[config.mk]
export PLATFORM = sky130hd
export DESIGN_NAME = osd_strip_seq
export DESIGN_NICKNAME = d
export VERILOG_FILES = /design/src/rtl/osd_seq_pkg.sv /design/src/rtl/osd_code_class.sv /design/src/rtl/osd_slice_calc.sv /design/src/rtl/osd_cmd_out.sv /design/src/rtl/osd_strip_seq.sv
export SDC_FILE = /design/constraint.sdc
export NUM_CORES = 1
export LEC_CHECK = 0
export ABC_AREA = 1
export BUFFER_PORTS_ARGS = -buffer_cell sky130_fd_sc_hd__buf_4
export CORE_ASPECT_RATIO = 1.25
export CORE_MARGIN = 4
export CORE_UTILIZATION = 27
export CTS_CLUSTER_SIZE = 28
export DETAILED_ROUTE_END_ITERATION = 7
export HOLD_SLACK_MARGIN = 0.1
export SLEW_MARGIN = 20
export SYNTH_ARGS = -nofsm -noshare
export SYNTH_HDL_FRONTEND = slang
export SYNTH_SLANG_ARGS = --single-unit
[constraint.sdc]
create_clock -name clk_i -period 20.7 [get_ports clk_i]
set_input_delay 4.14 -clock clk_i [delete_from_list [all_inputs] [get_ports clk_i]]
set_output_delay 4.14 -clock clk_i [all_outputs]
set_load 0.03 [all_outputs]
[src/rtl/osd_seq_pkg.sv]
package osd_seq_pkg;

  typedef enum logic [1:0] {
    LK_NONE   = 2'd0,
    LK_MARGIN = 2'd1,
    LK_SPACE  = 2'd2,
    LK_TEXT   = 2'd3
  } line_kind_e;

  typedef enum logic [2:0] {
    CC_COLOR,
    CC_PRE,
    CC_NOP,
    CC_FLIP,
    CC_CALL,
    CC_RET,
    CC_EOL,
    CC_CHAR
  } code_class_e;

  typedef struct packed {
    logic       multi;
    logic       blank;
    logic [1:0] flip;
    logic [3:0] color;
    logic [4:0] slice;
    logic [7:0] code;
  } osd_cmd_t;

endpackage

[src/rtl/osd_code_class.sv]
module osd_code_class
  import osd_seq_pkg::*;
(
  input  logic [7:0]  code_i,
  output code_class_e class_o,
  output logic [1:0]  flip_o
);
  always_comb begin
    flip_o = 2'b00;
    if (code_i[7:4] != 4'h0) class_o = CC_CHAR;
    else if (code_i[3] == 1'b0) class_o = CC_COLOR;
    else begin
      case (code_i[2:0])
        3'd0: class_o = CC_PRE;
        3'd1: class_o = CC_NOP;
        3'd2: begin class_o = CC_FLIP; flip_o = 2'b10; end
        3'd3: begin class_o = CC_FLIP; flip_o = 2'b01; end
        3'd4: begin class_o = CC_FLIP; flip_o = 2'b11; end
        3'd5: class_o = CC_CALL;
        3'd6: class_o = CC_RET;
        default: class_o = CC_EOL;
      endcase
    end
  end
endmodule

[src/rtl/osd_slice_calc.sv]
module osd_slice_calc #(
  parameter int H_W = 6,
  parameter int S_W = 5
) (
  input  logic [H_W-1:0] height_i,
  input  logic [H_W-1:0] idx_i,
  output logic [S_W-1:0] slice_o
);
  localparam int N_W = H_W + 7;

  logic [N_W-1:0] num, den, quo;

  // round(idx*18/height) as floor((36*idx + height) / (2*height))
  always_comb begin
    num = N_W'(idx_i) * N_W'(36) + N_W'(height_i);
    den = N_W'(height_i) << 1;
    if (den == '0) den = N_W'(2);
    quo = num / den;
    slice_o = S_W'(quo);
  end
endmodule

[src/rtl/osd_cmd_out.sv]
module osd_cmd_out
  import osd_seq_pkg::*;
(
  input  logic     clk_i,
  input  logic     rst_ni,
  input  logic     valid_i,
  input  osd_cmd_t cmd_i,
  output logic     valid_o,
  output osd_cmd_t cmd_o
);
  always_ff @(posedge clk_i or negedge rst_ni) begin
    if (!rst_ni) begin
      valid_o <= 1'b0;
      cmd_o   <= '0;
    end else begin
      valid_o <= valid_i;
      if (valid_i) cmd_o <= cmd_i;
    end
  end

  p_multi_blank_excl_r9: assert property (@(posedge clk_i) disable iff (!rst_ni)
    valid_o |-> !(cmd_o.multi && cmd_o.blank));
endmodule

[src/rtl/osd_strip_seq.sv]
module osd_strip_seq
  import osd_seq_pkg::*;
#(
  parameter int ADDR_W     = 10,
  parameter int PAGE_W     = 4,
  parameter int PAGE_BYTES = 64,
  parameter int ROW_CHARS  = 64,
  parameter int H_W        = 6,
  parameter int MARGIN_W   = 8
) (
  input  logic              clk_i,
  input  logic              rst_ni,
  input  logic              vsync_i,
  input  logic              line_i,
  input  logic [PAGE_W-1:0] page_i,
  input  logic [MARGIN_W-1:0] top_margin_i,
  input  logic [H_W-1:0]    char_height_i,
  output logic              ram_rd_o,
  output logic [ADDR_W-1:0] ram_addr_o,
  input  logic [7:0]        ram_data_i,
  output logic [1:0]        line_kind_o,
  output logic              cmd_valid_o,
  output logic [7:0]        cmd_code_o,
  output logic              cmd_multi_o,
  output logic              cmd_blank_o,
  output logic [1:0]        cmd_flip_o,
  output logic [3:0]        cmd_color_o,
  output logic [4:0]        cmd_slice_o
);
  localparam int MAX_DESC = PAGE_BYTES / 2;
  localparam int DCNT_W   = $clog2(MAX_DESC + 1);
  localparam int CCNT_W   = $clog2(ROW_CHARS + 1);
  localparam int PB_W     = $clog2(PAGE_BYTES);
  localparam int LEFT_W   = 8 + H_W;
  localparam int MCNT_W   = MARGIN_W + 2;
  localparam int S_W      = 5;

  typedef enum logic [2:0] {S_IDLE, S_D0, S_D1, S_D2, S_TREQ, S_TDAT} state_e;

  state_e             state_q;
  line_kind_e         kind_q;
  logic [ADDR_W-1:0]  desc_ptr_q, txt_ptr_q, base_q, ret_q;
  logic [DCNT_W-1:0]  desc_cnt_q;
  logic [MCNT_W-1:0]  margin_q;
  logic [LEFT_W-1:0]  left_q;
  logic [H_W-1:0]     sline_q, height_q;
  logic [S_W-1:0]     slice_q;
  logic [CCNT_W-1:0]  ccnt_q;
  logic [7:0]         lo_q;
  logic [2:0]         col0_q, col_q;
  logic [1:0]         flip_q;
  logic               done_q, is_text_q, blk_q, pre_q, callarg_q, call_act_q;

  // descriptor decode, valid in S_D2 (high byte on ram_data_i)
  logic              d_text, d_de, d_unit, d_end;
  logic [3:0]        d_clu;
  logic [ADDR_W-1:0] d_addr;
  logic [H_W-1:0]    heff;
  logic [LEFT_W-1:0] d_len;

  always_comb begin
    d_text = ram_data_i[7];
    d_de   = ram_data_i[6];
    d_unit = ram_data_i[6];
    d_clu  = ram_data_i[5:2];
    d_addr = ADDR_W'({ram_data_i[1:0], lo_q[7:1], 1'b0});
    heff   = (char_height_i == '0) ? H_W'(1) : char_height_i;
    d_end  = !d_text && (lo_q == 8'h00);
    if (d_text)      d_len = LEFT_W'(heff);
    else if (d_unit) d_len = LEFT_W'(lo_q);
    else             d_len = LEFT_W'(lo_q) * LEFT_W'(heff);
  end

  code_class_e cls_w;
  logic [1:0]  flip_w;
  logic [S_W-1:0] slice_w;

  osd_code_class u_class (
    .code_i (ram_data_i),
    .class_o(cls_w),
    .flip_o (flip_w)
  );

  osd_slice_calc #(.H_W(H_W), .S_W(S_W)) u_slice (
    .height_i(height_q),
    .idx_i   (sline_q),
    .slice_o (slice_w)
  );

  // command issue for the byte being decoded
  logic em, em_multi, em_blank;
  always_comb begin
    em = 1'b0;
    em_multi = 1'b0;
    em_blank = 1'b0;
    if (state_q == S_TDAT && !vsync_i && !line_i && !callarg_q) begin
      if (pre_q) begin
        em = 1'b1;
        em_multi = 1'b1;
      end else begin
        case (cls_w)
          CC_CHAR: em = 1'b1;
          CC_CALL, CC_RET: begin em = 1'b1; em_blank = 1'b1; end
          default: ;
        endcase
      end
    end
  end

  osd_cmd_t cmd_w, cmd_q;
  always_comb begin
    cmd_w.multi = em_multi;
    cmd_w.blank = em_blank;
    cmd_w.flip  = flip_q;
    cmd_w.color = {blk_q, col_q};
    cmd_w.slice = slice_q;
    cmd_w.code  = ram_data_i;
  end

  osd_cmd_out u_out (
    .clk_i  (clk_i),
    .rst_ni (rst_ni),
    .valid_i(em),
    .cmd_i  (cmd_w),
    .valid_o(cmd_valid_o),
    .cmd_o  (cmd_q)
  );

  assign cmd_code_o  = cmd_q.code;
  assign cmd_multi_o = cmd_q.multi;
  assign cmd_blank_o = cmd_q.blank;
  assign cmd_flip_o  = cmd_q.flip;
  assign cmd_color_o = cmd_q.color;
  assign cmd_slice_o = cmd_q.slice;
  assign line_kind_o = kind_q;

  always_comb begin
    ram_rd_o = (state_q == S_D0) || (state_q == S_D1) || (state_q == S_TREQ);
    case (state_q)
      S_D0:    ram_addr_o = desc_ptr_q;
      S_D1:    ram_addr_o = desc_ptr_q + 1'b1;
      default: ram_addr_o = txt_ptr_q;
    endcase
  end

  always_ff @(posedge clk_i or negedge rst_ni) begin
    if (!rst_ni) begin
      state_q    <= S_IDLE;
      kind_q     <= LK_NONE;
      desc_ptr_q <= '0;
      txt_ptr_q  <= '0;
      base_q     <= '0;
      ret_q      <= '0;
      desc_cnt_q <= '0;
      margin_q   <= '0;
      left_q     <= '0;
      sline_q    <= '0;
      height_q   <= H_W'(1);
      slice_q    <= '0;
      ccnt_q     <= '0;
      lo_q       <= '0;
      col0_q     <= '0;
      col_q      <= '0;
      flip_q     <= '0;
      done_q     <= 1'b1;
      is_text_q  <= 1'b0;
      blk_q      <= 1'b0;
      pre_q      <= 1'b0;
      callarg_q  <= 1'b0;
      call_act_q <= 1'b0;
    end else if (vsync_i) begin
      state_q    <= S_IDLE;
      kind_q     <= LK_NONE;
      desc_ptr_q <= ADDR_W'(page_i) << PB_W;
      desc_cnt_q <= '0;
      margin_q   <= {top_margin_i, 2'b00};
      left_q     <= '0;
      done_q     <= 1'b0;
      is_text_q  <= 1'b0;
    end else if (line_i) begin
      if (done_q) begin
        kind_q  <= LK_NONE;
        state_q <= S_IDLE;
      end else if (margin_q != '0) begin
        kind_q   <= LK_MARGIN;
        margin_q <= margin_q - 1'b1;
        state_q  <= S_IDLE;
      end else if (left_q != '0) begin
        left_q <= left_q - 1'b1;
        if (is_text_q) begin
          kind_q     <= LK_TEXT;
          slice_q    <= slice_w;
          sline_q    <= sline_q + 1'b1;
          txt_ptr_q  <= base_q;
          col_q      <= col0_q;
          flip_q     <= '0;
          pre_q      <= 1'b0;
          callarg_q  <= 1'b0;
          call_act_q <= 1'b0;
          ccnt_q     <= '0;
          state_q    <= S_TREQ;
        end else begin
          kind_q  <= LK_SPACE;
          state_q <= S_IDLE;
        end
      end else if (desc_cnt_q == DCNT_W'(MAX_DESC)) begin
        done_q  <= 1'b1;
        kind_q  <= LK_NONE;
        state_q <= S_IDLE;
      end else begin
        kind_q  <= LK_NONE;
        state_q <= S_D0;
      end
    end else begin
      case (state_q)
        S_D0: state_q <= S_D1;
        S_D1: begin
          lo_q    <= ram_data_i;
          state_q <= S_D2;
        end
        S_D2: begin
          desc_ptr_q <= desc_ptr_q + ADDR_W'(2);
          desc_cnt_q <= desc_cnt_q + 1'b1;
          if (d_end) begin
            done_q  <= 1'b1;
            kind_q  <= LK_NONE;
            state_q <= S_IDLE;
          end else begin
            height_q  <= heff;
            left_q    <= d_len - 1'b1;
            sline_q   <= H_W'(1);
            slice_q   <= '0;
            is_text_q <= d_text && d_de;
            blk_q     <= d_clu[3];
            col0_q    <= d_clu[2:0];
            base_q    <= d_addr;
            if (d_text && d_de) begin
              kind_q     <= LK_TEXT;
              txt_ptr_q  <= d_addr;
              col_q      <= d_clu[2:0];
              flip_q     <= '0;
              pre_q      <= 1'b0;
              callarg_q  <= 1'b0;
              call_act_q <= 1'b0;
              ccnt_q     <= '0;
              state_q    <= S_TREQ;
            end else begin
              kind_q  <= LK_SPACE;
              state_q <= S_IDLE;
            end
          end
        end
        S_TREQ: state_q <= S_TDAT;
        S_TDAT: begin
          state_q   <= S_TREQ;
          txt_ptr_q <= txt_ptr_q + 1'b1;
          if (callarg_q) begin
            callarg_q  <= 1'b0;
            call_act_q <= 1'b1;
            ret_q      <= txt_ptr_q + 1'b1;
            txt_ptr_q  <= ADDR_W'({ram_data_i, 1'b0});
          end else if (pre_q) begin
            pre_q <= 1'b0;
          end else begin
            case (cls_w)
              CC_COLOR: col_q <= ram_data_i[2:0];
              CC_PRE:   pre_q <= 1'b1;
              CC_FLIP:  flip_q <= flip_w;
              CC_CALL:  callarg_q <= 1'b1;
              CC_RET: if (call_act_q) begin
                txt_ptr_q  <= ret_q;
                call_act_q <= 1'b0;
              end
              CC_EOL:   state_q <= S_IDLE;
              default: ;
            endcase
          end
          if (em) begin
            flip_q <= '0;
            ccnt_q <= ccnt_q + 1'b1;
            if (ccnt_q == CCNT_W'(ROW_CHARS - 1)) state_q <= S_IDLE;
          end
        end
        default: state_q <= S_IDLE;
      endcase
    end
  end

  p_text_only_cmd_r6: assert property (@(posedge clk_i) disable iff (!rst_ni)
    cmd_valid_o |-> line_kind_o == LK_TEXT);

  p_vsync_clears_r2: assert property (@(posedge clk_i) disable iff (!rst_ni)
    vsync_i |=> (line_kind_o == LK_NONE) && !cmd_valid_o);

  p_slice_range_r13: assert property (@(posedge clk_i) disable iff (!rst_ni)
    cmd_valid_o |-> cmd_slice_o <= 5'd18);

  p_row_cap_r12: assert property (@(posedge clk_i) disable iff (!rst_ni)
    ccnt_q <= CCNT_W'(ROW_CHARS));

  p_done_holds_r5: assert property (@(posedge clk_i) disable iff (!rst_ni)
    (done_q && !vsync_i) |=> done_q);

  p_end_silent_r5: assert property (@(posedge clk_i) disable iff (!rst_ni)
    done_q |-> !cmd_valid_o && !ram_rd_o);

endmodule

* After elaboration in Yosys (flattened, before gate mapping)
Cells that the tools add are included.
Widths: inputs -> output; s select.
** Word-level totals
- Flip-flop bits (word level) :: 142
- Input bits :: 30
- Output and inout bits :: 35
- Word-level logic and storage cells :: 283
** Cells by class
- Add/sub/neg operators :: 10
- Multiply operators :: 2
- Divide/modulo/power cells :: 1
- Eq/ne operators :: 42
- Muxes and demuxes :: 151
- Bitwise operators :: 3
- Reductions and logical operators :: 44
** Operator list (number)
- $mux 10 :: 18
- $mux 14 :: 9
- $mux 3 :: 25
- $mux 6 :: 11
- $mux 7 :: 9
- $mux 1 :: 41
- $mux 2 :: 20
- $pmux 10 s2 :: 2
- $mux 5 :: 7
- $pmux 3 s5 :: 2
- $sub 14x1->14 const B :: 2
- $eq 3x3->1 const B :: 9
- $reduce_and 11->1 :: 2
- $ne 3x3->1 const B :: 7
- $add 10x1->10 const B :: 2
- $reduce_and 9->1 :: 2
- $eq 3x2->1 const B :: 5
- $mul 8x6->14 :: 1
- $pmux 7 s2 :: 1
- $reduce_bool 14->1 :: 1
- $add 12x6->13 :: 1
- $div 13x13->13 :: 1
- $logic_not 13->1 :: 1
- $add 6x1->6 const B :: 2
- other kinds (37) :: 72

* Depth between registers and ports, before layout
Gate-level depths: netlist of run 1.
- Depth after elaboration :: 14
- Gate-level depth with buffers :: 138
- Depth with buffers taken out :: 137

* Hierarchy
Synthesis of run 1 repeated with hierarchy kept, for this count alone.
** Second synthesis, totals
- Cell total of the unflattened synthesis :: 1812
- Area total of the unflattened synthesis :: 12718.4 sq um
** Modules (own cells, without submodules)
- osd_strip_seq :: instances 1, cells an instance 1174, area each 8461.9 sq um
- osd_slice_calc :: instances 1, cells an instance 521, area each 3308.2 sq um
- osd_cmd_out :: instances 1, cells an instance 90, area each 828.3 sq um
- osd_code_class :: instances 1, cells an instance 27, area each 120.1 sq um

* Worst setup path after synthesis of run 1
No wires, ideal clock.
- Path type :: reg2reg
- Start :: reg sline_q[1]
- End :: reg slice_q[0]
- Library setup time :: 0.117 ns
- Data arrival time :: 16.427 ns
- Data required time :: 20.583 ns
- Setup slack :: 4.156 ns
- Stages on the path, launching flop included :: 134
- Path buffers :: 2
- Period minus slack after synthesis :: 16.544 ns
- Path through :: dfrtp_1 -> ha_1 -> ha_1 -> fa_1 -> xor2_1 -> nand2_1 -> a21oi_2 -> nand3_2 -> nand2_1 -> ha_1 -> o21ai_2 -> nand2_1 -> nand2_1 -> nand3_2 -> nand2_1 -> inv_1 -> ha_1 -> a21oi_2 -> [... 98 more ...] -> inv_1 -> nor2_2 -> nand4_1 -> buf_6 -> nand2_2 -> o21ai_2 -> ha_1 -> o21ai_0 -> nand2_1 -> a21oi_1 -> o21bai_1 -> a21o_1 -> a21oi_1 -> nand2_1 -> nor2_1 -> nand4_1 -> nand2_1 -> nand2_1
** Between the ends
- Longest elaborated chain between the ends :: 8
** RTL lines
- from (decl) :: RTL line osd_strip_seq.sv:46 : logic [H_W-1:0] sline_q, height_q;
- from (signal assigned) :: RTL line osd_strip_seq.sv:193 : sline_q <= sline_q + 1'b1;
- $mul 6x4->10 :: RTL line osd_slice_calc.sv:15 : num = N_W'(idx_i) * N_W'(36) + N_W'(height_i);
- $add 12x6->13 :: RTL line osd_slice_calc.sv:15
- $div 13x13->13 :: RTL line osd_slice_calc.sv:18 : quo = num / den;
- $mux 5 :: RTL line osd_strip_seq.sv:190 : if (is_text_q) begin
- $mux 5 :: RTL line osd_strip_seq.sv:188 : end else if (left_q != '0) begin
- $mux 5 :: RTL line osd_strip_seq.sv:184 : end else if (margin_q != '0) begin
- $mux 5 :: RTL line osd_strip_seq.sv:181 : if (done_q) begin
- $mux 5 :: RTL line osd_strip_seq.sv:180 : end else if (line_i) begin
- to (signal assigned) :: RTL line osd_strip_seq.sv:192 : slice_q <= slice_w;
- to (decl) :: RTL line osd_strip_seq.sv:47 : logic [S_W-1:0] slice_q;
Every way passes these cells. The select of a mux whose other input is x is not followed.
A chain may end at the register's enable or synchronous reset.

* Final worst setup path of run 1
Ends and elaborated chain as after synthesis.

==> results of run 1 <==
metrics by stage:
stage / setup slack (ps) / hold slack [ps] / cell area [sq um]
final: 1894 / 480.3 / 13770
after global routing: -16.31 / 499.3 / 13770
after CTS: 1623 / 482.7 / 13730
after detailed placement: 1700 / 468.0 / 13140
after global placement: 2567 / 459.0 / 13140
after floorplan: 4156 / 436.6 / 12070
cell type report:
cell class	count	area [sq um]	share of cell area, %
clock buffers	21	460.4	3.345
clock inverters	11	133.9	0.9725
inverters	288	1084	7.871
multi-input cells	1206	7283	52.90
flip-flops and latches	141	3531	25.65
well taps	572	715.7	5.199
repair buffers	74	559.3	4.063
synthesized netlist by cell type (6+ instances only):
cell      instances  area share (%)
nor2_1          127             3.9
nand2_1         364              11
ha_1             96              10
o21ai_2           9            0.65
dfrtp_1         139              29
xnor2_1          18             1.3
o22ai_1          23             1.2
o21ai_0         159             6.6
o21bai_1          6            0.37
nand3_2           7            0.58
clkbuf_1         41             1.3
inv_2             6            0.19
a21o_1            6            0.37
a22oi_1           9            0.56
o211ai_1         10            0.62
or2_2            12            0.62
nand3_1          76             3.2
xor2_1           37             2.7
nor4_1           11            0.57
a21oi_1          56             2.3
nand2_2          24             1.2
a31oi_1          18            0.93
o21ai_1           6            0.25
nand4_1          15            0.78
nor3_1           29             1.2
fa_1             27             4.5
inv_1           276             8.6
critical path, delay by kind of cell (launching register included):
family                     cells  cell delay, ps
AOI/OAI and AO/OA             32            5170
xor gates and xnor gates       1             190
adders and majority gates     14            4200
buffers and inverters         20            1830
DFF                            1             450
and+or+nand+nor               67            6840
registers in the layout (all words and copies together), names as in the netlist, 7 cells and up:
| signal | count |
|---|---|
| ret_q | 10 |
| margin_q | 10 |
| desc_ptr_q | 9 |
| left_q | 14 |
| u_out.cmd_o | 21 |
| base_q | 9 |
| ccnt_q | 7 |
| txt_ptr_q | 10 |
| lo_q | 8 |
cells by family (layout without fill, tap and decap cells):
group / Yosys count / in the layout
buffers and inverters: 332 / 394
adders and majority gates: 123 / 123
other: 1 / 1
DFF: 141 / 141
AOI/OAI and AO/OA: 332 / 332
xor gates and xnor gates: 55 / 55
and+or+nand+nor: 695 / 695
worst max-delay path by stage:
stage	start	end
after detailed placement	sline_q[1]	slice_q[0]
after global placement	sline_q[1]	slice_q[0]
after global routing	sline_q[1]	slice_q[0]
final	sline_q[1]	slice_q[0]
after floorplan	sline_q[1]	slice_q[0]
after CTS	sline_q[1]	slice_q[0]
layer usage:
layer / vias to the layer above / GRT usage (%) / wire length (microns)
met5: - / 0 / 0
met4: 0 / 3.448 / 434
met3: 33 / 2.095 / 1115
met2: 202 / 23.94 / 16220
met1: 5244 / 17.35 / 14820
li1: 5552 / - / -
repair_timing:
action,in CTS,in global routing
buffers inserted,0,4
endpoints found under the setup margin,0,1
hold buffers,0,0
==> run metrics, run 1 <==
# port buffers 64; max-slew violations 0; largest net degree at the start of global routing just under 80; grt total ovfl 0; initial antenna violation count 0; GPL Wtd Cong roughly 0.89; most used cell, CP nand2_1; Setup crit end kind register; die area ~48000 sq um; Area Overhead vs Synth 14.06%; hold_sp u_out.cmd_o[8]; clk slew on worst S/H paths 60 ps; Pre-antenna DRT Iters 5; EDFF count, synth 0; Net Count, Synth 1832; total wire length approximately 33000 microns; via count 11.03k; Num CTS Buffers 17; Inserted Diodes 0; yosys warns 0; compound-gate portion of the synthesized area between 10% and 20%; ys flop type dfrtp_1; adder-cell share of the synthesized area 14.43%; Final Hold Fails 0; overall routing resource usage 13.59%; commonest non-fill, non-tap cell in the layout nand2_1; CP peak stage delay 490 ps; Finished Layout Cells 2313; flop2flop setup slack about 1900 ps; status finished, final reports clean; Worst Path Required 21020 ps; Synth async-reset ratio 100.0%; # setup viols final 0; Seq/Total Area, Yosys 29.25%; xor/xnor share of the synthesized area about 4%; worst r2r path cells ~130; Reg2Reg Launch Point sline_q[1]; hold crit path type reg -> reg; core area approximately 44000 sq um; fin nets 1881; fill count 4719; initial DRC count about 630; Via density between 4 and 5; Post-DRT Antenna Nets 0; fin crit period about 19000 ps; Max Root-Sink Buffers 2; CTS Sinks between 100 and 150; final core area utilization approximately 31%; Max-slew headroom between 30% and 40%; DP HPWL ~25000 microns; Worst-Skew Late Latency between 400 and 500 ps; Distinct cells, synth 57; Final Cycle Share between 90% and 100%; CP startpoint kind register; CTS H-tree lvls 4; syn_area_per_cell a little over 7 sq um; Post-Syn Area approximately 12000 sq um; number of remaining DRC errors 0; Max Clock Skew between 10 and 15 ps; initial core utilization 27.36%; Post-Synthesis Cells 1679; root buf cell clkbuf_16; share of cells above drive strength 1 10.97%; num rows 86; commonest cells after routing, fill and taps aside nand2_1 (364), inv_1 (276), o21ai_0 (158); Critical Path Slowest Stage Cell a21oi_2; Reg-to-Reg End slice_q[0]; Chip Height approximately 240 microns; Max-cap violations 0; Fin Setup TNS 0 ps; vias in the first global route roughly 11k; CP max FO 12; WHS Path Cells 2; FMAX 0.05317 GHz; simple-gate area share of the yosys netlist between 20% and 30%; Placed Cells incl. Taps between 2k and 2.5k; Yosys reg bits around 140; largest family of logic cells by synthesized area simple AND/OR/NAND/NOR gates; CTS tree yes; PostCTS Resize Cnt 0; DR WL/cell 14.09 microns; WS Path Type reg -> reg; WP data arrival around 19000 ps; Die W between 150 and 200 microns; post-synthesis mux area share 0%; Slew @ Worst Pin 995.8 ps; Hold Path End u_out.cmd_o[8]; first-pass GRT wire length ~55000 microns; Ports between 60 and 70
Power of run 1 is not shown: default switching activity piles up to over one toggle a cycle in this logic, so the estimate is an artifact.
==> run 2: changes to the inputs <==
- REMOVE_ABC_BUFFERS: unset -> 1
==> run metrics, run 2 (same netlist as run 1, synthesis figures left out) <==
status finished, final reports clean; Pre-antenna DRT Iters 5; fin nets 1881; largest net degree at the start of global routing 75; Final Hold Fails 0; Num CTS Buffers 17; DR WL/cell 13.93 microns; num rows 86; FMAX about 0.054 GHz; Die W slightly below 200 microns; vias in the first global route ~11k; Chip Height 244.4 microns; DP HPWL around 24000 microns; initial DRC count between 600 and 700; CP Launch Point sline_q[1]; core area around 44000 sq um; grt total ovfl 0; # port buffers 64; initial antenna violation count 0; share of cells above drive strength 1 about 11%; Max-slew headroom approximately a third; Largest regs u_out.cmd_o: 21 flops, left_q: 14 flops; max reg flops 21; CP max FO 12; Placed Cells incl. Taps approximately 2.3k; Via density about 4.8; Slew @ Worst Pin between 900 and 1000 ps; Inserted Diodes 0; total wire length 32220 microns; most used cell, CP nand2_1; die area around 48000 sq um; max-slew violations 0; root buf cell clkbuf_16; Worst-Skew Late Latency between 400 and 500 ps; Reg-to-Reg End slice_q[0]; PostCTS Resize Cnt 0; RSZ-0062 raised after global routing false; CP Capture Point slice_q[0]; CP bufs+invs 19; most flop-heavy register u_out.cmd_o; Post-DRT Antenna Nets 0; Max-cap violations 0; fill count between 4k and 5k; Fin Setup TNS 0 ps; Finished Layout Cells between 2k and 2.5k; final core area utilization between 30% and 40%; Ports 65; first-pass GRT wire length 53920 microns; Worst Path Required ~21000 ps; CTS Sinks around 140; WP data arrival around 19000 ps; Area Overhead vs Synth 14.03%; hold crit path type reg -> reg; WS Path Type reg -> reg; flop2flop setup slack slightly above 2000 ps; CTS tree yes; Max Clock Skew 15.55 ps; cell depth of the worst setup path 130; initial core utilization a little over a quarter; fin crit period about 19000 ps; clk slew on worst S/H paths ~80 ps; commonest cells after routing, fill and taps aside nand2_1 (364), inv_1 (276), o21ai_0 (158); Max Root-Sink Buffers 2; Critical Path Slowest Stage Cell a21oi_2; commonest non-fill, non-tap cell in the layout nand2_1; Setup crit end kind register; CTS H-tree lvls 4; Final Cycle Share 90.11%; overall routing resource usage approximately an eighth; GPL Wtd Cong ~0.84; critical path's top delay family simple AND/OR/NAND/NOR gates; worst r2r path cells 130; via count ~11k; Reg2Reg Launch Point sline_q[1]; CP peak stage delay approximately 480 ps; number of remaining DRC errors 0; CP startpoint kind register; # setup viols final 0
[run 2: worst register-to-register path, delay by kind of cell (launching register included)]
family	cells	cell delay (ps)
DFF	1	450
buffers and inverters	19	1820
xor gates and xnor gates	1	200
AOI/OAI and AO/OA	30	5160
and+or+nand+nor	66	6650
adders and majority gates	14	4290
[run 2: worst min-delay path by stage]
stage	startpoint	endpoint	slack, ps	cells past startpoint
floorplan	base_q[3]	base_q[3]	440	2
global placement	base_q[3]	base_q[3]	460	2
detailed placement	u_out.cmd_o[14]	u_out.cmd_o[14]	460	2
CTS	u_out.cmd_o[14]	u_out.cmd_o[14]	480	2
global route	col0_q[2]	col0_q[2]	510	2
finish	u_out.cmd_o[14]	u_out.cmd_o[14]	480	2
[run 2: cell type report]
class	count	area [sq um]	share of cell area (%)
sequential	141	3531	25.65
timing repair buffer	74	559.3	4.064
tap	572	715.7	5.200
clock inverter	15	165.2	1.200
inverter	288	1084	7.873
clock buffer	17	425.4	3.091
multi-input combinational	1206	7283	52.92
[run 2: stage by stage]
| stage | worst slack, ps | hold WS, ps | area, sq um |
|---|---|---|---|
| after floorplan | 3735 | 436.6 | 11890 |
| after global placement | 2498 | 455.0 | 13140 |
| after detailed placement | 1644 | 464.0 | 13140 |
| after CTS | 1574 | 482.7 | 13730 |
| after global routing | 258.8 | 506.6 | 13760 |
| final | 2048 | 479.3 | 13760 |
[run 2: layer usage]
metal	vias up	GRT usage, %	routed length [microns]
met5	-	0	0
met4	0	4.121	737
met3	59	1.557	1050
met2	245	23.93	16270
met1	5230	16.54	14160
li1	5571	-	-
[run 2: what timing repair did]
action	CTS	global route
hold buffers	0	0
setup buffers	0	4
setup endpoints to repair	0	1
Power of run 2 is left out for the same reason.
